**src/rtl/stack_seq_pkg.sv**
```systemverilog
package stack_seq_pkg;

  typedef enum logic [1:0] {
    OP_PUSH = 2'd0,
    OP_POP  = 2'd1,
    OP_CALL = 2'd2,
    OP_RET  = 2'd3
  } stk_op_e;

  typedef enum logic [2:0] {
    ST_IDLE,
    ST_SPDEC,
    ST_WRITE,
    ST_READ,
    ST_WLO,
    ST_WHI,
    ST_RLO,
    ST_FIN
  } stk_state_e;

endpackage

```
**src/rtl/stack_seq_ctrl.sv**
```systemverilog
module stack_seq_ctrl
  import stack_seq_pkg::*;
(
  input  logic       clk,
  input  logic       rst_n,
  input  logic       start,
  input  logic [1:0] op_kind,
  output stk_state_e state,
  output stk_op_e    op_q
);

  stk_state_e state_nx;
  stk_op_e    op_nx;

  always_comb begin
    state_nx = state;
    op_nx    = op_q;
    unique case (state)
      ST_IDLE: begin
        if (start) begin
          op_nx = stk_op_e'(op_kind);
          unique case (stk_op_e'(op_kind))
            OP_PUSH: state_nx = ST_SPDEC;
            OP_POP:  state_nx = ST_READ;
            OP_CALL: state_nx = ST_SPDEC;
            OP_RET:  state_nx = ST_READ;
          endcase
        end
      end
      ST_SPDEC: state_nx = (op_q == OP_CALL) ? ST_WLO : ST_WRITE;
      ST_WRITE: state_nx = ST_FIN;
      ST_READ:  state_nx = (op_q == OP_RET) ? ST_RLO : ST_FIN;
      ST_WLO:   state_nx = ST_WHI;
      ST_WHI:   state_nx = ST_FIN;
      ST_RLO:   state_nx = ST_FIN;
      ST_FIN:   state_nx = ST_IDLE;
      default:  state_nx = ST_IDLE;
    endcase
  end

  always_ff @(posedge clk or negedge rst_n) begin
    if (!rst_n) begin
      state <= ST_IDLE;
      op_q  <= OP_PUSH;
    end else begin
      state <= state_nx;
      op_q  <= op_nx;
    end
  end

endmodule

```
**src/rtl/stack_seq_sp.sv**
```systemverilog
module stack_seq_sp #(
  parameter int ADDR_W = 16
) (
  input  logic              clk,
  input  logic              rst_n,
  input  logic              load_en,
  input  logic [ADDR_W-1:0] load_val,
  input  logic              inc,
  input  logic              dec,
  output logic [ADDR_W-1:0] sp
);

  localparam logic [ADDR_W-1:0] ONE = {{(ADDR_W-1){1'b0}}, 1'b1};

  logic              sp_en;
  logic [ADDR_W-1:0] sp_nx;

  always_comb begin
    sp_en = load_en | inc | dec;
    if (load_en)  sp_nx = load_val;
    else if (inc) sp_nx = sp + ONE;
    else if (dec) sp_nx = sp - ONE;
    else          sp_nx = sp;
  end

  always_ff @(posedge clk or negedge rst_n) begin
    if (!rst_n)     sp <= '0;
    else if (sp_en) sp <= sp_nx;
  end

endmodule

```
**src/rtl/stack_seq_data.sv**
```systemverilog
module stack_seq_data #(
  parameter int DATA_W   = 8,
  parameter int CALL_LEN = 3
) (
  input  logic                  clk,
  input  logic                  rst_n,
  input  logic                  capture,
  input  logic [DATA_W-1:0]     a_in,
  input  logic [2*DATA_W-1:0]   instr_pc,
  input  logic [2*DATA_W-1:0]   call_target,
  input  logic                  cap_hi,
  input  logic                  cap_lo,
  input  logic [DATA_W-1:0]     rdata,
  output logic [DATA_W-1:0]     a_hold,
  output logic [2*DATA_W-1:0]   link,
  output logic [2*DATA_W-1:0]   target_q,
  output logic [2*DATA_W-1:0]   ret_addr
);

  localparam int ADDR_W = 2 * DATA_W;
  localparam logic [ADDR_W-1:0] STEP = ADDR_W'(CALL_LEN);

  always_ff @(posedge clk or negedge rst_n) begin
    if (!rst_n) begin
      a_hold   <= '0;
      link     <= '0;
      target_q <= '0;
    end else if (capture) begin
      a_hold   <= a_in;
      link     <= instr_pc + STEP;
      target_q <= call_target;
    end
  end

  always_ff @(posedge clk or negedge rst_n) begin
    if (!rst_n) begin
      ret_addr <= '0;
    end else begin
      if (cap_hi) ret_addr[ADDR_W-1:DATA_W] <= rdata;
      if (cap_lo) ret_addr[DATA_W-1:0]      <= rdata;
    end
  end

endmodule

```
**src/rtl/stack_seq.sv**
```systemverilog
module stack_seq
  import stack_seq_pkg::*;
#(
  parameter int DATA_W   = 8,
  parameter int CALL_LEN = 3
) (
  input  logic                clk,
  input  logic                rst_n,
  input  logic                start,
  input  logic [1:0]          op_kind,
  input  logic [DATA_W-1:0]   a_in,
  input  logic [2*DATA_W-1:0] instr_pc,
  input  logic [2*DATA_W-1:0] call_target,
  input  logic                sp_load,
  input  logic [DATA_W-1:0]   sp_imm_lo,
  input  logic [DATA_W-1:0]   sp_imm_hi,
  output logic [2*DATA_W-1:0] mem_addr,
  output logic                mem_we,
  output logic [DATA_W-1:0]   mem_wdata,
  input  logic [DATA_W-1:0]   mem_rdata,
  output logic [2*DATA_W-1:0] sp,
  output logic                a_load,
  output logic [DATA_W-1:0]   a_value,
  output logic                pc_load,
  output logic [2*DATA_W-1:0] pc_value,
  output logic                busy,
  output logic                done
);

  localparam int ADDR_W = 2 * DATA_W;

  stk_state_e        state;
  stk_op_e           op_q;
  logic              idle;
  logic              accept;
  logic              sp_set;
  logic              sp_inc;
  logic              sp_dec;
  logic              cap_hi;
  logic              cap_lo;
  logic [DATA_W-1:0] a_hold;
  logic [ADDR_W-1:0] link;
  logic [ADDR_W-1:0] target_q;
  logic [ADDR_W-1:0] ret_addr;

  assign idle   = (state == ST_IDLE);
  assign accept = idle & start;
  assign sp_set = idle & ~start & sp_load;

  stack_seq_ctrl u_ctrl (
    .clk     (clk),
    .rst_n   (rst_n),
    .start   (accept),
    .op_kind (op_kind),
    .state   (state),
    .op_q    (op_q)
  );

  stack_seq_sp #(.ADDR_W(ADDR_W)) u_sp (
    .clk      (clk),
    .rst_n    (rst_n),
    .load_en  (sp_set),
    .load_val ({sp_imm_hi, sp_imm_lo}),
    .inc      (sp_inc),
    .dec      (sp_dec),
    .sp       (sp)
  );

  stack_seq_data #(.DATA_W(DATA_W), .CALL_LEN(CALL_LEN)) u_data (
    .clk         (clk),
    .rst_n       (rst_n),
    .capture     (accept),
    .a_in        (a_in),
    .instr_pc    (instr_pc),
    .call_target (call_target),
    .cap_hi      (cap_hi),
    .cap_lo      (cap_lo),
    .rdata       (mem_rdata),
    .a_hold      (a_hold),
    .link        (link),
    .target_q    (target_q),
    .ret_addr    (ret_addr)
  );

  always_comb begin
    mem_addr  = sp;
    mem_we    = 1'b0;
    mem_wdata = '0;
    sp_inc    = 1'b0;
    sp_dec    = 1'b0;
    cap_hi    = 1'b0;
    cap_lo    = 1'b0;
    a_load    = 1'b0;
    a_value   = '0;
    pc_load   = 1'b0;
    pc_value  = '0;
    done      = 1'b0;
    unique case (state)
      ST_IDLE: ;
      ST_SPDEC: sp_dec = 1'b1;
      ST_WRITE: begin
        mem_we    = 1'b1;
        mem_wdata = a_hold;
      end
      ST_READ: begin
        sp_inc = 1'b1;
        if (op_q == OP_POP) begin
          a_load  = 1'b1;
          a_value = mem_rdata;
        end else begin
          cap_hi = 1'b1;
        end
      end
      ST_WLO: begin
        mem_we    = 1'b1;
        mem_wdata = link[DATA_W-1:0];
        sp_dec    = 1'b1;
      end
      ST_WHI: begin
        mem_we    = 1'b1;
        mem_wdata = link[ADDR_W-1:DATA_W];
      end
      ST_RLO: begin
        cap_lo = 1'b1;
        sp_inc = 1'b1;
      end
      ST_FIN: begin
        done = 1'b1;
        if (op_q == OP_CALL) begin
          pc_load  = 1'b1;
          pc_value = target_q;
        end else if (op_q == OP_RET) begin
          pc_load  = 1'b1;
          pc_value = ret_addr;
        end
      end
      default: ;
    endcase
  end

  assign busy = ~idle;

endmodule

```
**config.mk**
```make
export PLATFORM = sky130hd
export DESIGN_NAME = stack_seq
export DESIGN_NICKNAME = d
export VERILOG_FILES = /design/src/rtl/stack_seq_pkg.sv /design/src/rtl/stack_seq_ctrl.sv /design/src/rtl/stack_seq_sp.sv /design/src/rtl/stack_seq_data.sv /design/src/rtl/stack_seq.sv
export SDC_FILE = /design/constraint.sdc
export NUM_CORES = 1
export LEC_CHECK = 0
export ABC_AREA = 1
export ABC_CLOCK_PERIOD_IN_PS = 4300
export BUFFER_PORTS_ARGS = -buffer_cell sky130_fd_sc_hd__buf_4
export CAP_MARGIN = 0
export CORE_MARGIN = 1.5
export CORE_UTILIZATION = 55
export DETAILED_ROUTE_END_ITERATION = 12
export GPL_ROUTABILITY_DRIVEN = 1
export PLACE_DENSITY = 0.84
export SLEW_MARGIN = 15
export SYNTH_ARGS = -nofsm -noshare
export SYNTH_HDL_FRONTEND = slang
export SYNTH_SLANG_ARGS = --single-unit
```
**constraint.sdc**
```tcl
create_clock -name clk -period 4.3 [get_ports clk]
set_input_delay 0.215 -clock clk [delete_from_list [all_inputs] [get_ports clk]]
set_output_delay 0.215 -clock clk [all_outputs]
set_load 0.01 [all_outputs]
```
# After elaboration in Yosys (flattened, before gate mapping)
# Cells that the tools add are included.
[totals]
inputBits = 70
regBits = 77
wordCells = 69
[op_classes]
eq_ne = 14
addsub = 3
n_reduce_logical = 11
mux = 26
bitwise = 7
[op_table]
columns = ["operator", "n"]
rows = [
  ["$mux 16", 6],
  ["$pmux 8 s3", 1],
  ["$pmux 3 s6", 1],
  ["$add 16x1->16 const B", 1],
  ["$add 16x2->16 const B", 1],
  ["$mux 8", 2],
  ["$sub 16x1->16 const B", 1],
  ["$mux 1", 13],
  ["$eq 3x3->1 const B", 4],
  ["$eq 2x2->1 const B", 4],
  ["$reduce_or 2->1", 4],
  ["$eq 3x2->1 const B", 2],
  ["$mux 3", 2],
  ["$pmux 3 s2", 1],
  ["$reduce_or 3->1", 2],
  ["$eq 2x1->1 const B", 2],
  ["$reduce_and 2->1", 2],
  ["$and 1x1->1", 3],
  ["$eq 3x1->1 const B", 1],
  ["$logic_not 3->1", 1],
  ["$reduce_bool 3->1", 1],
  ["$logic_not 2->1", 1],
  ["$ne 2x1->1 const B", 1],
  ["$not 1->1", 2],
  ["$or 1x1->1", 2],
]

# Logic depth before layout (Yosys ltp)
[logic_depth]
depth_word = 6
ltp_mapped = 17
depth_no_buf = 17

# By module
# Synthesis repeated with hierarchy kept, for this count alone.
[unflattened]
cells_unflattened = 702
hier_area_um2 = 5056.1
[by_module_without_submodules]
columns = ["mod", "area_each_um2", "n_inst", "cells_each"]
rows = [
  ["stack_seq_data", 2462.4, 1, 272],
  ["stack_seq_sp", 1537.7, 1, 241],
  ["stack_seq", 792.0, 1, 152],
  ["stack_seq_ctrl", 264.0, 1, 37],
]

# Least setup slack after synthesis
# No wires, ideal clock.
[synth_path]
path_type = "reg2reg"
startpoint = "register u_ctrl.state[2]"
endpoint = "register u_sp.sp[8]"
setup_time_ps = 129
path_stages_with_launch = 18
arrival_ps = 1762
setup_slack_ps = 2409
t_required_ps = 4171
path_cell_list = "dfrtp_1 -> inv_1 -> nand2_2 -> nand3_4 -> nand2_1 -> nand2_1 -> inv_1 -> ha_1 -> inv_1 -> nand2_1 -> nand2_1 -> nand3_1 -> nand2_1 -> nand2_1 -> nand2_1 -> nand3_1 -> nand2_1 -> o21ai_0"
[synth_via]
elab_chain_cells = 6
elab_cells_between_ends = 17
[synth_lines]
columns = ["element", "line_no", "source"]
rows = [
  ["start: declaration", "stack_seq_ctrl.sv:8", "output stk_state_e state,"],
  ["start signal: assignment", "stack_seq_ctrl.sv:46", "state <= state_nx;"],
  ["$eq 3x2->1 (tied with other cells)", "stack_seq.sv:98", "unique case (state)"],
  ["$reduce_or 2->1 (no line) / $and 1x1->1 (equally long branches)", "--", ""],
  ["$mux 1 / $and 1x1->1 (equally long branches)", "stack_seq.sv:98, stack_seq.sv:48", ""],
  ["$or 1x1->1 (2 in series)", "stack_seq_sp.sv:19", "sp_en = load_en | inc | dec;"],
  ["$reduce_and 2->1 (no line)", "--", ""],
  ["end signal: assignment", "stack_seq_sp.sv:28", "else if (sp_en) sp <= sp_nx;"],
  ["end: declaration", "stack_seq_sp.sv:10", "output logic [ADDR_W-1:0] sp"],
]
# Parallel ways exist; a longest one is shown, timed or not.
# A chain may end at the register's enable or synchronous reset.

# Worst setup path after layout
# Same ends and word-level chain as after synthesis.

==> results.sh <==
export IMPL_status="finished with violations"
export IMPL_failed_checks="hold timing"
export IMPL_dr_pass1_iters=5
export IMPL_critPathArrivalTime_ns=2.98
export IMPL_drt_total_wl_um=12800
export IMPL_dp_hpwl_um=9260
export IMPL_die_y_um=96.4
export IMPL_htreeDepth=3
export IMPL_cts_tree="done"
export IMPL_synth_nets=775
export IMPL_rows=33
export IMPL_grt_max_degree=78
export IMPL_seq_area_um2=1930
export IMPL_fin_crit_ns=2.75
export IMPL_place_gp_congestion=0.898
export IMPL_ys_top_cells_by_area="dfrtp_1 (40%), nand2_1 (20%), nand3_1 (6.8%)"
export IMPL_required_ns=4.53
export IMPL_dieArea_um2=9300
export IMPL_viasPerCell=5.33
export IMPL_yosys_area_top_type_share=0.401
export IMPL_ys_seq_area_frac=0.401
export IMPL_ys_warnings_count=0
export IMPL_worst_path_max_fanout=26
export IMPL_vdd_ir_drop_max_mv=0.308
export IMPL_wl_per_cell_um=13.9
export IMPL_grt_usage=0.291
export IMPL_ys_flop_type="dfrtp_1"
export IMPL_pin_count=139
export IMPL_antenna_left=0
export IMPL_worst_slew_pin_slew_ns=1.06
export IMPL_power_per_cell_area_nw_per_um2=777
export IMPL_cts_inserted_buffers=9
export IMPL_clock_latency_ns=0.35
export IMPL_area_delta_synth_final_pct=23.1
export IMPL_ys_types=33
export IMPL_min_path_type="in2async"
export IMPL_maxCapViolCount=0
export IMPL_drv_slew=0
export IMPL_clkSinkCount=77
export IMPL_fin_tns_setup_ns=0
export IMPL_power_total_w=0.00459
export IMPL_synth_common_cells="nand2_1 (257), dfrtp_1 (77), nand3_1 (65), inv_1 (64), nor2_1 (60)"
export IMPL_max_freq_ghz=0.364
export IMPL_synth_most_common_cell="nand2_1"
export IMPL_post_cts_resize_count=0
export IMPL_core_area_um2=8340
export IMPL_antenna_found_initial=0
export IMPL_relSlewSlack=0.295
export IMPL_diodes=0
export IMPL_grt_pass1_vias=4461
export IMPL_synth_area_um2=4800
export IMPL_clk_pin_slew_ns=0.09
export IMPL_die_w_um=96.4
export IMPL_drtIter0Drc=335
export IMPL_root_buffer="clkbuf_8"
export IMPL_port_buffers=138
export IMPL_worst_path_largest_cell_delay_ns=0.64
export IMPL_finalSetupViolations=0
export IMPL_async_reset_ff_frac=1.00
export IMPL_final_nets=881
export IMPL_nFillCells=709
export IMPL_synth_seq_cells=77
export IMPL_synth_cells=703
export IMPL_post_route_period_util=0.640
export IMPL_via_count=4895
export IMPL_grt_overflow_total=0
export IMPL_timing_clock_skew_ns=0.00721
export IMPL_critPathSlowestCell="nand2_1"
export IMPL_cts_hold_buffers_added=0
export IMPL_criticalPathCategory="reg2reg"
export IMPL_cp_cell_sequence="inv_1, nand2_2, nor2_1, inv_1, nor2_1, nand2_1, nand2_1, inv_2, nor2_1, nand2_1, o21ai_0"
export IMPL_cts_setup_buffers=0
export IMPL_yosys_area_top_type="dfrtp_1"
export IMPL_hold_slack_ns=-0.00148
export IMPL_rsz0062_at_grt="no"
export IMPL_multi_input_comb_area_um2=2360
export IMPL_initial_core_util=0.576
export IMPL_postSynthAreaPerCell_um2=6.83
export IMPL_grt_pass1_wl_um=20800
export IMPL_finalHoldViolCount=3
export IMPL_worst_setup_path_end_kind="register"
export IMPL_drc=0
export IMPL_cts_buffer_depth=2
export IMPL_drive_above_1_share=0.214
export IMPL_p_leak_nw=3.16
export IMPL_worstSetupStartpointType="register"
export IMPL_synth_edff_count=0
[per-layer routing]
layer  wire length [um]  GRT usage
met1               5470      0.377
met3                747     0.0454
met5                  0          0
met2               6250      0.490
met4                303      0.114
[kinds of logic (layout without fill, tap and decap cells)]
| family | after synthesis | in the layout | share of synthesized area |
|---|---|---|---|
| simple gates | 406 | 406 | 0.349 |
| fa+ha+maj | 2 | 2 | 0.00521 |
| xor+xnor | 16 | 16 | 0.0308 |
| buf+inv | 114 | 225 | 0.107 |
| compound gates | 88 | 88 | 0.106 |
| flops | 77 | 77 | 0.401 |
[where the power goes]
part	switching (W)	total (W)	internal [W]
combinational	0.00162	0.00264	0.00102
clock	0.000302	0.000517	0.000215
sequential	0.000354	0.00144	0.00108
total	0.00228	0.00459	0.00232
[area by class of cell]
cell class                 count  share of cell area
sequential                    77               0.326
clock buffer                   9              0.0210
multi-input combinational    512               0.400
inverter                      69              0.0438
timing repair buffer         140               0.178
tap                          105              0.0222
clock inverter                 7             0.00974
[registers in the layout, summed over array words and instances, names as in the netlist]
name             cells
u_sp.sp             16
u_ctrl.op_q          2
u_data.a_hold        8
u_data.link         16
u_ctrl.state         3
u_data.ret_addr     16
u_data.target_q     16
[through the flow]
stage          area, um^2  cells  hold slack, ns  setup slack, ns  utilization
2_1_floorplan        4800    703         -0.0806             2.41            -
3_3_place_gp         5730    903           0.416             1.78        0.687
3_5_place_dp         5730    903           0.421             1.55        0.687
4_1_cts              5910    919          0.0349             1.54        0.709
5_1_grt              5910    919          0.0347             1.22        0.709
6_report             5910    919        -0.00148             1.55        0.709
[cell usage in the layout (no fill, tap or decap), drive strengths merged, types with 9 or more instances in the layout]
| cell | synthesis | routed |
|---|---|---|
| xor2 | 11 | 11 |
| nand3 | 67 | 67 |
| o21ai | 42 | 42 |
| dfrtp | 77 | 77 |
| buf | 23 | 140 |
| a21oi | 25 | 25 |
| inv | 67 | 69 |
| nand2 | 263 | 263 |
| nor2 | 61 | 61 |
| nand4 | 10 | 10 |
| a41oi | 10 | 10 |
| clkbuf | 22 | 9 |
[path summary, 6_finish.rpt]
path	startpoint	endpoint	slack, ns	cells after the start
max reg2reg	u_ctrl.state[2]$_DFFE_PN0P_	u_sp.sp[8]$_DFFE_PN0P_	1.55	11
max	u_ctrl.state[2]$_DFFE_PN0P_	u_sp.sp[8]$_DFFE_PN0P_	1.55	11
min	rst_n	u_sp.sp[10]$_DFFE_PN0P_	-0.001	1
max in group asynchronous	rst_n	u_data.ret_addr[1]$_DFFE_PN0N_	3.68	1
min in group clk	instr_pc[0]	u_data.link[0]$_DFFE_PN0P_	0.05	2
min reg2reg	u_data.target_q[9]$_DFFE_PN0P_	u_data.target_q[9]$_DFFE_PN0P_	0.48	2
[critical path: cells and delay by family (launching register included)]
| family | cells | cell delay (ns) |
|---|---|---|
| flops | 1 | 0.44 |
| simple gates | 7 | 1.40 |
| compound gates | 1 | 0.08 |
| buf+inv | 3 | 0.69 |
(Power assumes the default switching activity.)
